===== src/rtl/pdm_sinc3_pkg.sv =====
// Shared constants and width helpers for the dual PDM sinc3 decimator.
// Assumes the decimation ratio is a power of two.
package pdm_sinc3_pkg;
    localparam int unsigned STAGES = 3;

    // Accumulator width: sign + growth of STAGES*log2(ratio) + one bit for the +ratio^3 extreme
    function automatic int unsigned acc_width(input int unsigned decim);
        return 2 + STAGES * $clog2(decim);
    endfunction
endpackage


===== src/rtl/pdm_clk_div.sv =====
// Divides the system clock into the microphone bit clock and flags the
// system cycle whose closing edge captures a data bit (bit clock rising).
// Assumes DIV is even and at least 2.
module pdm_clk_div #(
    parameter int unsigned DIV = 32
) (
    input  logic clk,
    input  logic rst_n,
    output logic pdm_clk_o,
    output logic bit_tick_o
);
    localparam int unsigned CW = (DIV > 2) ? $clog2(DIV) : 1;
    localparam logic [CW-1:0] LAST = CW'(DIV - 1);
    localparam logic [CW-1:0] HALF = CW'(DIV / 2);

    logic [CW-1:0] phase_q;

    // Free-running phase counter, restarted by reset
    always_ff @(posedge clk) begin
        if (!rst_n)              phase_q <= '0;
        else if (phase_q == LAST) phase_q <= '0;
        else                     phase_q <= phase_q + 1'b1;
    end

    assign pdm_clk_o  = (phase_q < HALF);
    assign bit_tick_o = (phase_q == LAST);
endmodule


===== src/rtl/pdm_decim_seq.sv =====
// Counts captured bits and flags the capture edge of every DECIM-th bit,
// on which both channels run their comb sections.
// Assumes bit_tick_i is a single-cycle pulse.
module pdm_decim_seq #(
    parameter int unsigned DECIM = 64
) (
    input  logic clk,
    input  logic rst_n,
    input  logic bit_tick_i,
    output logic dump_o
);
    localparam int unsigned CW = (DECIM > 2) ? $clog2(DECIM) : 1;
    localparam logic [CW-1:0] LAST = CW'(DECIM - 1);

    logic [CW-1:0] bit_cnt_q;

    // Bit counter within one decimation frame
    always_ff @(posedge clk) begin
        if (!rst_n)                                bit_cnt_q <= '0;
        else if (bit_tick_i && bit_cnt_q == LAST)  bit_cnt_q <= '0;
        else if (bit_tick_i)                       bit_cnt_q <= bit_cnt_q + 1'b1;
    end

    assign dump_o = bit_tick_i && (bit_cnt_q == LAST);
endmodule


===== src/rtl/pdm_pcm_clamp.sv =====
// Scales a wide signed comb result down by an arithmetic right shift and
// clamps it into a signed OUT_W-bit word. Purely combinational.
// Assumes IN_W - SHIFT >= OUT_W.
module pdm_pcm_clamp #(
    parameter int unsigned IN_W  = 20,
    parameter int unsigned OUT_W = 16,
    parameter int unsigned SHIFT = 3
) (
    input  logic signed [IN_W-1:0]  wide_i,
    output logic        [OUT_W-1:0] pcm_o
);
    localparam logic signed [IN_W-1:0] TOP = IN_W'((64'd1 << (OUT_W - 1)) - 64'd1);
    localparam logic signed [IN_W-1:0] BOT = ~TOP;

    logic signed [IN_W-1:0] scaled;

    assign scaled = wide_i >>> SHIFT;

    // Clamp the scaled value to the output range
    always_comb begin
        if (scaled > TOP)      pcm_o = TOP[OUT_W-1:0];
        else if (scaled < BOT) pcm_o = BOT[OUT_W-1:0];
        else                   pcm_o = scaled[OUT_W-1:0];
    end
endmodule


===== src/rtl/pdm_sinc3_chan.sv =====
// One sinc3 decimation channel: cascaded integrators run on every captured
// bit, cascaded combs run once per frame, then scale, clamp and register.
// Assumes dump_i is only high together with bit_tick_i. Wrap-around in the
// integrators is intended; the comb output is exact modulo 2^ACC_W.
module pdm_sinc3_chan #(
    parameter int unsigned DECIM = 64,
    parameter int unsigned OUT_W = 16
) (
    input  logic             clk,
    input  logic             rst_n,
    input  logic             bit_tick_i,
    input  logic             dump_i,
    input  logic             pdm_i,
    output logic [OUT_W-1:0] pcm_o,
    output logic             valid_o
);
    import pdm_sinc3_pkg::*;

    localparam int unsigned ACC_W = acc_width(DECIM);
    localparam int unsigned SHIFT = ACC_W - 1 - OUT_W;

    typedef logic signed [ACC_W-1:0] acc_t;

    localparam acc_t PLUS_ONE  = acc_t'(1);
    localparam acc_t MINUS_ONE = '1;

    acc_t integ_q [STAGES];
    acc_t integ_d [STAGES];
    acc_t dly_q   [STAGES];
    acc_t comb_d  [STAGES];
    logic [OUT_W-1:0] pcm_d;

    // Next integrator values: the first takes the mapped bit, each later one its predecessor
    always_comb begin
        integ_d[0] = integ_q[0] + (pdm_i ? PLUS_ONE : MINUS_ONE);
        for (int s = 1; s < STAGES; s++)
            integ_d[s] = integ_q[s] + integ_d[s-1];
    end

    // Comb chain differences against the values held at the previous frame
    always_comb begin
        comb_d[0] = integ_d[STAGES-1] - dly_q[0];
        for (int s = 1; s < STAGES; s++)
            comb_d[s] = comb_d[s-1] - dly_q[s];
    end

    pdm_pcm_clamp #(
        .IN_W (ACC_W),
        .OUT_W(OUT_W),
        .SHIFT(SHIFT)
    ) u_clamp (
        .wide_i(comb_d[STAGES-1]),
        .pcm_o (pcm_d)
    );

    // Filter state: integrators per bit, comb delays per frame
    always_ff @(posedge clk) begin
        if (!rst_n) begin
            for (int s = 0; s < STAGES; s++) begin
                integ_q[s] <= '0;
                dly_q[s]   <= '0;
            end
        end else begin
            if (bit_tick_i) begin
                for (int s = 0; s < STAGES; s++)
                    integ_q[s] <= integ_d[s];
            end
            if (dump_i) begin
                dly_q[0] <= integ_d[STAGES-1];
                for (int s = 1; s < STAGES; s++)
                    dly_q[s] <= comb_d[s-1];
            end
        end
    end

    // Output register and one-cycle strobe
    always_ff @(posedge clk) begin
        if (!rst_n) begin
            pcm_o   <= '0;
            valid_o <= 1'b0;
        end else begin
            valid_o <= dump_i;
            if (dump_i) pcm_o <= pcm_d;
        end
    end
endmodule


===== src/rtl/pdm_sinc3_dual.sv =====
// Top level: one bit-clock divider and one frame counter shared by a
// reference and an error sinc3 channel.
// Assumes the data inputs are synchronous to clk and settled before the
// edge at which pdm_clk_o rises.
module pdm_sinc3_dual #(
    parameter int unsigned CLK_DIV = 32,
    parameter int unsigned DECIM   = 64,
    parameter int unsigned PCM_W   = 16
) (
    input  logic             clk,
    input  logic             rst_n,
    input  logic             ref_bit_i,
    input  logic             err_bit_i,
    output logic             pdm_clk_o,
    output logic [PCM_W-1:0] ref_pcm_o,
    output logic             ref_vld_o,
    output logic [PCM_W-1:0] err_pcm_o,
    output logic             err_vld_o
);
    localparam int unsigned NCH = 2;

    logic             bit_tick;
    logic             dump;
    logic [NCH-1:0]   bits_in;
    logic [PCM_W-1:0] pcm [NCH];
    logic [NCH-1:0]   vld;

    assign bits_in = {err_bit_i, ref_bit_i};

    pdm_clk_div #(.DIV(CLK_DIV)) u_div (
        .clk       (clk),
        .rst_n     (rst_n),
        .pdm_clk_o (pdm_clk_o),
        .bit_tick_o(bit_tick)
    );

    pdm_decim_seq #(.DECIM(DECIM)) u_seq (
        .clk       (clk),
        .rst_n     (rst_n),
        .bit_tick_i(bit_tick),
        .dump_o    (dump)
    );

    for (genvar c = 0; c < NCH; c++) begin : g_chan
        pdm_sinc3_chan #(
            .DECIM(DECIM),
            .OUT_W(PCM_W)
        ) u_chan (
            .clk       (clk),
            .rst_n     (rst_n),
            .bit_tick_i(bit_tick),
            .dump_i    (dump),
            .pdm_i     (bits_in[c]),
            .pcm_o     (pcm[c]),
            .valid_o   (vld[c])
        );
    end

    assign ref_pcm_o = pcm[0];
    assign ref_vld_o = vld[0];
    assign err_pcm_o = pcm[1];
    assign err_vld_o = vld[1];
endmodule


===== config.mk =====
export PLATFORM = sky130hd
export DESIGN_NAME = pdm_sinc3_dual
export DESIGN_NICKNAME = d
export VERILOG_FILES = /design/src/rtl/pdm_sinc3_pkg.sv /design/src/rtl/pdm_clk_div.sv /design/src/rtl/pdm_decim_seq.sv /design/src/rtl/pdm_pcm_clamp.sv /design/src/rtl/pdm_sinc3_chan.sv /design/src/rtl/pdm_sinc3_dual.sv
export SDC_FILE = /design/constraint.sdc
export NUM_CORES = 1
export LEC_CHECK = 0
export BUFFER_PORTS_ARGS = -buffer_cell sky130_fd_sc_hd__buf_4
export CORE_MARGIN = 5
export CORE_UTILIZATION = 35
export CTS_BUF_LIST = sky130_fd_sc_hd__clkbuf_8
export DETAILED_ROUTE_END_ITERATION = 16
export GPL_ROUTABILITY_DRIVEN = 0
export PLACE_DENSITY = 0.57
export SLEW_MARGIN = 20
export SYNTH_ARGS = -nofsm -noshare
export SYNTH_HDL_FRONTEND = slang
export SYNTH_SLANG_ARGS = --single-unit

===== constraint.sdc =====
create_clock -name clk -period 17.4 [get_ports clk]
set_input_delay 0 -clock clk [delete_from_list [all_inputs] [get_ports clk]]
set_output_delay 0 -clock clk [all_outputs]
set_load 0.01 [all_outputs]

# Yosys cells after proc, flatten, opt, wreduce, memory -nomap -nowiden
# Memories as Yosys holds them, arrays and structs flattened.
# Index checks and enable logic that the tools add are counted.
# totals
word_cells	71
ff_bits	44
output_inout_bits	35
input_bits	4
memories	4
ram_bits	240
# mem_list
name	words	width	read_ports	rd_ports_with_merged_regs	write_ports	line	rtl
g_chan[0].u_chan.dly_q	3	20	3	0	3	pdm_sinc3_chan.sv:29	acc_t dly_q [STAGES];
g_chan[0].u_chan.integ_q	3	20	3	0	3	pdm_sinc3_chan.sv:27	acc_t integ_q [STAGES];
g_chan[1].u_chan.dly_q	3	20	3	0	3	pdm_sinc3_chan.sv:29	
g_chan[1].u_chan.integ_q	3	20	3	0	3	pdm_sinc3_chan.sv:27	
# op_classes
magnitude_cmp	5
bitwise_logic	13
eq_ne	2
n_reduce_logical	3
mux	25
add_sub_neg	14
# ops
op	n
$mux 20	14
$add 20x20->20	6
$sub 20x20->20	6
$mux 16	4
$gt 17x16->1 const B	2
$lt 17x16->1 const B	2
$or 1x1->1	12
$mux 1	7
$add 6x1->6 const B	1
$eq 6x6->1 const B	1
$add 5x1->5 const B	1
$eq 5x5->1 const B	1
$lt 5x5->1 const B	1
$reduce_or 2->1	2
$logic_and 1x1->1	1
$not 1->1	1

# Logic depth before layout (Yosys ltp)
# Gate-level depths: netlist of run 1.
# depth
word_depth	10
ltp_mapped	47
depth_no_buf	47

# Modules after synthesis
# Synthesis of run 1 repeated with hierarchy kept, for this count alone.
# hier_totals
hier_cells	2310
area_unflattened_um2	21732.1
# modules_own_cells
module	instances	area_per_inst_um2	cells_each	seq_area_each_um2
pdm_sinc3_chan at g_chan[1].u_chan	1	10393.7	1083	3943.8
pdm_sinc3_chan at g_chan[0].u_chan	1	10329.9	1075	3943.8
pdm_pcm_clamp	2	260.2	50	0.0
pdm_decim_seq	1	281.5	31	120.1
pdm_clk_div	1	206.4	21	100.1

# Least setup slack after synthesis of run 1
# Ideal clock, no wire load.
# synth_timing
path_kind	reg-to-reg
start	mem g_chan[1].u_chan.integ_q[0][0] (netlist name)
end	reg g_chan[1].u_chan.pcm_o[13]
t_arrival_ps	8217
path_stages_with_launch	46
path_slack_ps	9061
required_ps	17278
path_cell_list	edfxtp_1 inv_1 fa_1 nor2b_1 o21ai_0 a21oi_1 o21ai_0 a21oi_1 o21ai_0 a21oi_1 o21ai_0 nand2_1 xor2_1 ha_1 a21oi_1 o21ai_0 nand2_1 o211ai_1 [... 10 more ...] o21ai_0 nand2b_1 xor2_1 ha_1 and2_1 a22o_1 a311oi_1 xnor2_1 ha_1 nand3_1 nand2_1 a41o_1 o41ai_1 xnor2_1 xnor3_2 nor2_8 nor2_4 a221o_1
# synth_lines
item	line	rtl
start: declaration	pdm_sinc3_chan.sv:27	
end signal: assignment	pdm_sinc3_chan.sv:83	if (dump_i) pcm_o <= pcm_d;
end: declaration	pdm_sinc3_chan.sv:14	output logic [OUT_W-1:0] pcm_o,

==> metrics.yaml, run 1 <==
run_status:
  run_status: "complete, no violations"
floorplan:
  core_region_area_um2: 57700
  floorplan.die_area_um2: 63300
  placement_rows: 88
  die_h_um: 252
  design.portCount: 39
  initial_core_util_pct: 35.4
  dieWidth_um: 252
critical_path:
  worst_path_most_repeated_cell: "sky130_fd_sc_hd__ha_1"
  critPathRequiredTime_ns: 17.89
  critical_path.max_fanout: 18
  startpoint_type: "input pin"
  crit_path_end_kind: "register"
  timing_startpoint_of_the_critical_path: "err_bit_i"
  worst_path_max_delay_cell: "sky130_fd_sc_hd__dlygate4sd3_1"
  cp.depth: 47
  worst_r2r_endpoint: "g_chan[1].u_chan.pcm_o[13]$_SDFFE_PN0P_"
  criticalPathCategory: "input pin to register"
  r2r_cells: 45
  crit-reg2reg-launch: "g_chan[1].u_chan.integ_q[0][0]$_SDFFCE_PN0P_"
  endpoint_of_the_worst_setup_timing_path: "g_chan[1].u_chan.pcm_o[13]$_SDFFE_PN0P_"
  crit_path_max_incr_delay_ns: 0.55
  cp.arrival_ns: 10.29
  cp.buffers_inverters: 4
  cpLargestDelayFamily: "compound AO/OA/AOI/OAI gates"
  reg2reg_slack_ns: 7.78
detailed_routing:
  sum_of_routed_wire_length_over_all_layers_mm: 42.7
  num_vias: 15200
  drt_iter0_drc: 681
  routed_wire_length_per_instance_um: 14.1
  detail-route-antenna-nets: 0
  dr.pass1.iters: 4
  via_per_inst: 5.03
  drcViolationCount: 0
logic_synthesis:
  number_of_synthesized_register_bits: 284
  post_synth_inst_count: 2152
  dominant_combinational_cell_family_by_area_after_synthesis: "compound AO/OA/AOI/OAI gates"
  ys_seq_area_share_pct: 39.6
  synth_compound_area_share_pct: 16.1
  number_of_synthesized_flops_with_an_enable_pin: 240
  mappedNetlistNets: 2393
  synth_xor_area_share_pct: 7.99
  netlist-cell-type-count: 73
  synthesis.yosys.warnings: 0
  post_synth_design_cell_area_um2: 20400
  yosys.area_share.adder_pct: 14.9
  async_flop_share_pct: 0
  synthesis.area_per_instance_um2: 9.49
  post_synth_mux_area_share_pct: 0.0981
  simple_gate_share_of_the_synthesized_area_pct: 15.9
  synthFlopType: "sky130_fd_sc_hd__edfxtp_1"
global_routing:
  grt_antenna_before_repair: 0
  globalRoute.totalOverflow: 0
  grt_first_pass_wirelength_mm: 71.2
  largest_net_degree_at_the_start_of_global_routing: 72
  groute.usage.overall_pct: 13.2
  grt_pass1_vias: 15000
timing:
  slew_at_the_pin_with_the_worst_max_slew_slack_ns: 0.949
  setup_viol: 0
  sum_neg_setup_slack_ns: 0
  finalMaxSlewViolations: 0
  setup_repair_after_global_routing_missed_its_margin: "false"
  max_clock_freq_mhz: 102
  layout_worst_path_cycle_share_pct: 56.3
  fin_skew_ns: 0.0518
  min_period_ns: 9.80
  hold_violations: 0
  maxSlewHeadroom_pct: 36.8
finish:
  antenna-diode-count: 0
  total_nets_final: 2457
  post_route_cells_drive_above_1_share_pct: 5.85
  fill_cells: 5794
  area_growth_pct: 10.7
cts:
  cts_tree: "built"
  cts_resized: 0
  clockRootBuffer: "sky130_fd_sc_hd__clkbuf_8"
  clk_slew_on_worst_s_h_paths_ns: 0.06
  cts_made_buffers: 53
  htree_levels: 2
  cts_num_sinks: 284
  insertion_delay_ns: 0.66
  cts_buffer_depth: 3
hold_path:
  worst_hold_startpoint: "u_div.phase_q[0]$_SDFF_PP0_"
  class_of_the_worst_hold_path: "register to register"
place:
  dp_hpwl_mm: 29.7
  total_of_buffers_placed_on_input_and_output_ports: 38
flow_run:
  drv.max_cap_violation_count: 0
[layer usage]
layer	track usage (%)	vias up	routed length (µm)
met5	0	-	0
met4	3.90	0	867
met3	2.19	60	1310
met2	22.9	149	20500
met1	16.8	7206	20100
li1	-	7776	-
[cell families (layout without fill, tap and decap cells)]
group | count (synthesis) | count (layout)
buf+inv | 293 | 399
simple gates | 653 | 653
flops | 284 | 284
xor+xnor | 178 | 178
compound gates | 504 | 504
fa+ha+maj | 238 | 238
mux | 2 | 2
[synthesized netlist by cell type, types with 10 or more instances]
cell type	n	share of area (%)
sky130_fd_sc_hd__a211oi_1	12	0.44
sky130_fd_sc_hd__a21boi_0	23	0.85
sky130_fd_sc_hd__a21o_1	58	2.1
sky130_fd_sc_hd__a21oi_1	140	3.4
sky130_fd_sc_hd__a221o_1	19	0.93
sky130_fd_sc_hd__a31oi_1	10	0.31
sky130_fd_sc_hd__and2_1	69	2.1
sky130_fd_sc_hd__and3_1	93	2.8
sky130_fd_sc_hd__clkbuf_1	38	0.70
sky130_fd_sc_hd__dfxtp_1	44	4.3
sky130_fd_sc_hd__edfxtp_1	240	35
sky130_fd_sc_hd__fa_1	10	0.98
sky130_fd_sc_hd__ha_1	227	14
sky130_fd_sc_hd__inv_1	252	4.6
sky130_fd_sc_hd__nand2_1	99	1.8
sky130_fd_sc_hd__nand2b_1	23	0.70
sky130_fd_sc_hd__nand3_1	33	0.81
sky130_fd_sc_hd__nor2_1	216	4.0
sky130_fd_sc_hd__nor2b_1	23	0.70
sky130_fd_sc_hd__nor3_1	50	1.2
sky130_fd_sc_hd__o21a_1	36	1.3
sky130_fd_sc_hd__o21ai_0	114	2.8
sky130_fd_sc_hd__o21bai_1	24	0.88
sky130_fd_sc_hd__or3_1	16	0.49
sky130_fd_sc_hd__xnor2_1	109	4.7
sky130_fd_sc_hd__xor2_1	64	2.7
[repair_timing]
item / in CTS / in global routing
setup buffers: 0 / 0
endpoints found under the hold margin: 35 / 0
endpoints found under the setup margin: 0 / 0
hold buffers: 3 / 0
[worst min path at each step]
stage / slack [ns] / depth (start not counted) / to
detailed placement: 0.42 / 1 / err_pcm_o[2]
finish: 0.45 / 1 / u_div.phase_q[0]$_SDFF_PP0_
global placement: 0.42 / 1 / err_pcm_o[5]
CTS: 0.45 / 1 / u_div.phase_q[0]$_SDFF_PP0_
floorplan: 0.31 / 0 / err_pcm_o[0]
global route: 0.49 / 1 / u_div.phase_q[0]$_SDFF_PP0_
[metrics by stage]
step	instances	worst slack [ns]	utilization [%]	instance area, µm²	hold slack [ns]
floorplan	2152	9.06	-	20400	0.310
global placement	2923	7.95	37.4	21600	0.424
detailed placement	2923	7.61	37.4	21600	0.418
CTS	3023	7.64	39.2	22600	0.449
global route	3023	6.45	39.2	22600	0.488
finish	3023	7.60	39.2	22600	0.452
[cells in the final DEF, fill, tap and decap left out, types with 22 or more instances in the layout]
master and count:
sky130_fd_sc_hd__inv_1 279, sky130_fd_sc_hd__edfxtp_1 240, sky130_fd_sc_hd__ha_1 226, sky130_fd_sc_hd__nor2_1 216, sky130_fd_sc_hd__a21oi_1 140, sky130_fd_sc_hd__o21ai_0 114
sky130_fd_sc_hd__xnor2_1 109, sky130_fd_sc_hd__nand2_1 98, sky130_fd_sc_hd__and3_1 93, sky130_fd_sc_hd__and2_1 69, sky130_fd_sc_hd__xor2_1 64, sky130_fd_sc_hd__clkbuf_8 62
sky130_fd_sc_hd__a21o_1 58, sky130_fd_sc_hd__nor3_1 50, sky130_fd_sc_hd__buf_4 47, sky130_fd_sc_hd__dfxtp_1 44, sky130_fd_sc_hd__o21a_1 36, sky130_fd_sc_hd__nand3_1 33
sky130_fd_sc_hd__o21bai_1 24, sky130_fd_sc_hd__nor2b_1 23, sky130_fd_sc_hd__a21boi_0 23, sky130_fd_sc_hd__nand2b_1 22
[state kept, by name, summed over array words and instances (netlist names)]
| name | cells |
|---|---|
| g_chan.u_chan.valid_o | 1 |
| u_div.phase_q | 5 |
| g_chan.u_chan.integ_q | 120 |
| g_chan.u_chan.dly_q | 120 |
| g_chan.u_chan.pcm_o | 32 |
| u_seq.bit_cnt_q | 6 |
[layout make-up]
class,instances,area [µm²],share of cell area (%)
inverters,252,948,4.20
well taps,765,957,4.23
multi-input cells,1575,11200,49.7
flip-flops and latches,284,8090,35.8
repair buffers,50,383,1.69
clock buffers,62,853,3.77
clock inverters,35,140,0.620
Power of run 1 is not shown: default switching activity piles up to over one toggle a cycle in this logic, so the estimate is an artifact.
==> run 2: changes to the inputs <==
- PLACE_DENSITY: 0.57 -> 0.58
- clock period: 17.4 -> 8.35 ns (I/O delays scaled with it)
==> run 2 against run 1 <==
Critical path depth is 3 lower. Wire length up 9.1%. Hold slack worse by 0.093 ns. Global-route usage is 0.64 points higher. Clock skew shrank 0.023 ns.
==> metrics.yaml, run 2 (synthesis gave the netlist of run 1 again) <==
floorplan:
  design.portCount: 39  # unchanged
  dieWidth_um: 252  # unchanged
  floorplan.die_area_um2: 63300  # unchanged
  initial_core_util_pct: 35.4  # unchanged
  core_region_area_um2: 57700  # unchanged
  placement_rows: 88  # unchanged
  die_h_um: 252  # unchanged
finish:
  fill_cells: 5504  # -5.0%
  layout.cells.most_common: "sky130_fd_sc_hd__buf_4"
  stdcell_area_um2: 26300  # +16%
  antenna-diode-count: 0  # unchanged
  multiInputGateArea_um2: 12500  # +12%
  total_nets_final: 2757  # +12%
  area_growth_pct: 28.6
  final_cells: 3328  # +10%
  top_regs: "g_chan.u_chan.dly_q (120), g_chan.u_chan.integ_q (120), g_chan.u_chan.pcm_o (32)"
  sequential_cell_area_um2: 8090  # unchanged
  final_cell_mix: "sky130_fd_sc_hd__buf_4 (333), sky130_fd_sc_hd__inv_1 (254), sky130_fd_sc_hd__edfxtp_1 (240)"
  post_route_cells_drive_above_1_share_pct: 25.5  # +20 points
detailed_routing:
  num_vias: 16500  # +8.4%
  via_per_inst: 4.95  # -1.5%
  dr.pass1.iters: 5  # +1
  drcViolationCount: 0  # unchanged
  sum_of_routed_wire_length_over_all_layers_mm: 46.6  # +9.1%
  routed_wire_length_per_instance_um: 14.0  # -0.90%
  detail-route-antenna-nets: 0  # unchanged
  drt_iter0_drc: 639  # -6.2%
cts:
  htree_levels: 2  # unchanged
  clk_slew_on_worst_s_h_paths_ns: 0.06  # about the same
  cts_made_buffers: 55  # +3.8%
  insertion_delay_ns: 0.65  # about the same
  clockRootBuffer: "sky130_fd_sc_hd__clkbuf_8"
  cts_buffer_depth: 3  # unchanged
  cts_tree: "built"
  cts_num_sinks: 284  # unchanged
critical_path:
  reg2reg_slack_ns: 0.10  # -7.68 ns
  worst_path_max_delay_cell: "sky130_fd_sc_hd__edfxtp_1"
  criticalPathCategory: "register to register"
  endpoint_of_the_worst_setup_timing_path: "g_chan[1].u_chan.pcm_o[12]$_SDFFE_PN0P_"
  crit-reg2reg-launch: "g_chan[1].u_chan.integ_q[0][1]$_SDFFCE_PN0P_"
  crit_path_max_incr_delay_ns: 0.39  # -0.16 ns
  timing_startpoint_of_the_critical_path: "g_chan[1].u_chan.integ_q[0][1]$_SDFFCE_PN0P_"
  crit_path_end_kind: "register"
  r2r_cells: 44  # -2.2%
  startpoint_type: "register"
  critical_path.max_fanout: 6  # -12
  worst_path_most_repeated_cell: "sky130_fd_sc_hd__a21oi_2"
  critPathRequiredTime_ns: 8.88  # -9.01 ns
  cp.arrival_ns: 8.78  # -1.51 ns
  worst_r2r_endpoint: "g_chan[1].u_chan.pcm_o[12]$_SDFFE_PN0P_"
timing:
  maxSlewHeadroom_pct: 33.4  # -3.3 points
  max_clock_freq_mhz: 121
  slew_at_the_pin_with_the_worst_max_slew_slack_ns: 0.999  # +0.0500 ns
  sum_neg_setup_slack_ns: 0  # unchanged
  min_period_ns: 8.25
  setup_viol: 0  # unchanged
  setup_repair_after_global_routing_missed_its_margin: "true"
  finalMaxSlewViolations: 0  # unchanged
  fin_worst_hold_slack_ns: 0.358  # -0.0934 ns
  layout_worst_path_cycle_share_pct: 98.8
  fin_skew_ns: 0.0292  # -0.0226 ns
  hold_violations: 0  # unchanged
global_routing:
  grt_antenna_before_repair: 0  # unchanged
  largest_net_degree_at_the_start_of_global_routing: 87  # +21%
  grt_first_pass_wirelength_mm: 75.4  # +5.9%
  groute.usage.overall_pct: 13.8  # +0.64 points
  grt_pass1_vias: 16300  # +8.9%
  globalRoute.totalOverflow: 0  # unchanged
place:
  placed_cells_incl_taps: 3178  # +8.7%
  total_of_buffers_placed_on_input_and_output_ports: 38  # unchanged
  dp_hpwl_mm: 31.2  # +4.9%
  placement.cell_area_um2: 23500  # +8.9%
hold_path:
  class_of_the_worst_hold_path: "input pin to register"
run_status:
  run_status: "complete, no violations"
flow_run:
  drv.max_cap_violation_count: 0  # unchanged
run 2: cell count changes in the layout (fill, tap and decap cells not counted), moves of 19 or more:
| cell | before | now |
|---|---|---|
| sky130_fd_sc_hd__buf_4 | 47 | 333 |
| sky130_fd_sc_hd__o21ai_0 | 114 | 56 |
| sky130_fd_sc_hd__a21oi_1 | 140 | 98 |
| sky130_fd_sc_hd__a21oi_2 | 0 | 36 |
| sky130_fd_sc_hd__o21ai_2 | 0 | 30 |
| sky130_fd_sc_hd__ha_1 | 226 | 197 |
| sky130_fd_sc_hd__inv_1 | 279 | 254 |
| sky130_fd_sc_hd__o21ai_1 | 0 | 25 |
| sky130_fd_sc_hd__ha_4 | 0 | 23 |
| sky130_fd_sc_hd__xnor2_1 | 109 | 90 |
run 2: how the worst min path moves through the flow:
| stage | startpoint | endpoint | slack (ns) | depth (start not counted) |
|---|---|---|---|---|
| final | rst_n | g_chan[1].u_chan.pcm_o[0]$_SDFFE_PN0P_ | 0.36 | 4 |
| after global routing | rst_n | g_chan[0].u_chan.pcm_o[14]$_SDFFE_PN0P_ | 0.33 | 3 |
| after CTS | rst_n | g_chan[1].u_chan.pcm_o[0]$_SDFFE_PN0P_ | 0.30 | 4 |
| after detailed placement | rst_n | g_chan[0].u_chan.pcm_o[14]$_SDFFE_PN0P_ | 0.39 | 2 |
| after global placement | rst_n | g_chan[0].u_chan.pcm_o[14]$_SDFFE_PN0P_ | 0.39 | 2 |
| after floorplan | g_chan[1].u_chan.pcm_o[0]$_SDFFE_PN0P_ | err_pcm_o[0] | 0.31 | 0 |
run 2: timing repair:
action | CTS | global route
hold buffers | 3 | 0
endpoints found under the hold margin | 23 | 0
resized for setup | 98 | 233
setup endpoints to repair | 32 | 32
setup buffers | 12 | 29
gates cloned | 0 | 2
pin swaps | 59 | 121
run 2: routing by layer:
metal | vias up | share of wire [%] | global-route usage (%)
li1 | 8383 | - | -
met1 | 7855 | 45 | 17.1
met2 | 144 | 50 | 24.6
met3 | 89 | 2.4 | 2.06
met4 | 0 | 2.8 | 4.65
met5 | - | 0 | 0
run 2: worst max-delay path: cells and delay by family (launching register included):
family	cells	cell delay [ns]
flops	1	0.39
xor+xnor	6	1.15
simple gates	9	1.32
buf+inv	4	0.40
compound gates	19	3.02
fa+ha+maj	6	1.83
run 2: layout make-up:
| type | count | area share [%] |
|---|---|---|
| multi-input combinational | 1577 | 47.7 |
| inverter | 252 | 3.63 |
| timing repair buffer | 346 | 10.1 |
| clock buffer | 59 | 3.09 |
| sequential | 284 | 30.8 |
| clock inverter | 45 | 1.02 |
| tap | 765 | 3.65 |
run 2: stage by stage:
stage,setup slack (ns),utilization [%]
2_1_floorplan,0.0109,-
3_3_place_gp,-0.386,40.7
3_5_place_dp,-0.549,40.7
4_1_cts,0.00230,43.4
5_1_grt,-0.450,45.5
6_report,0.102,45.5
Power of run 2 is left out for the same reason.
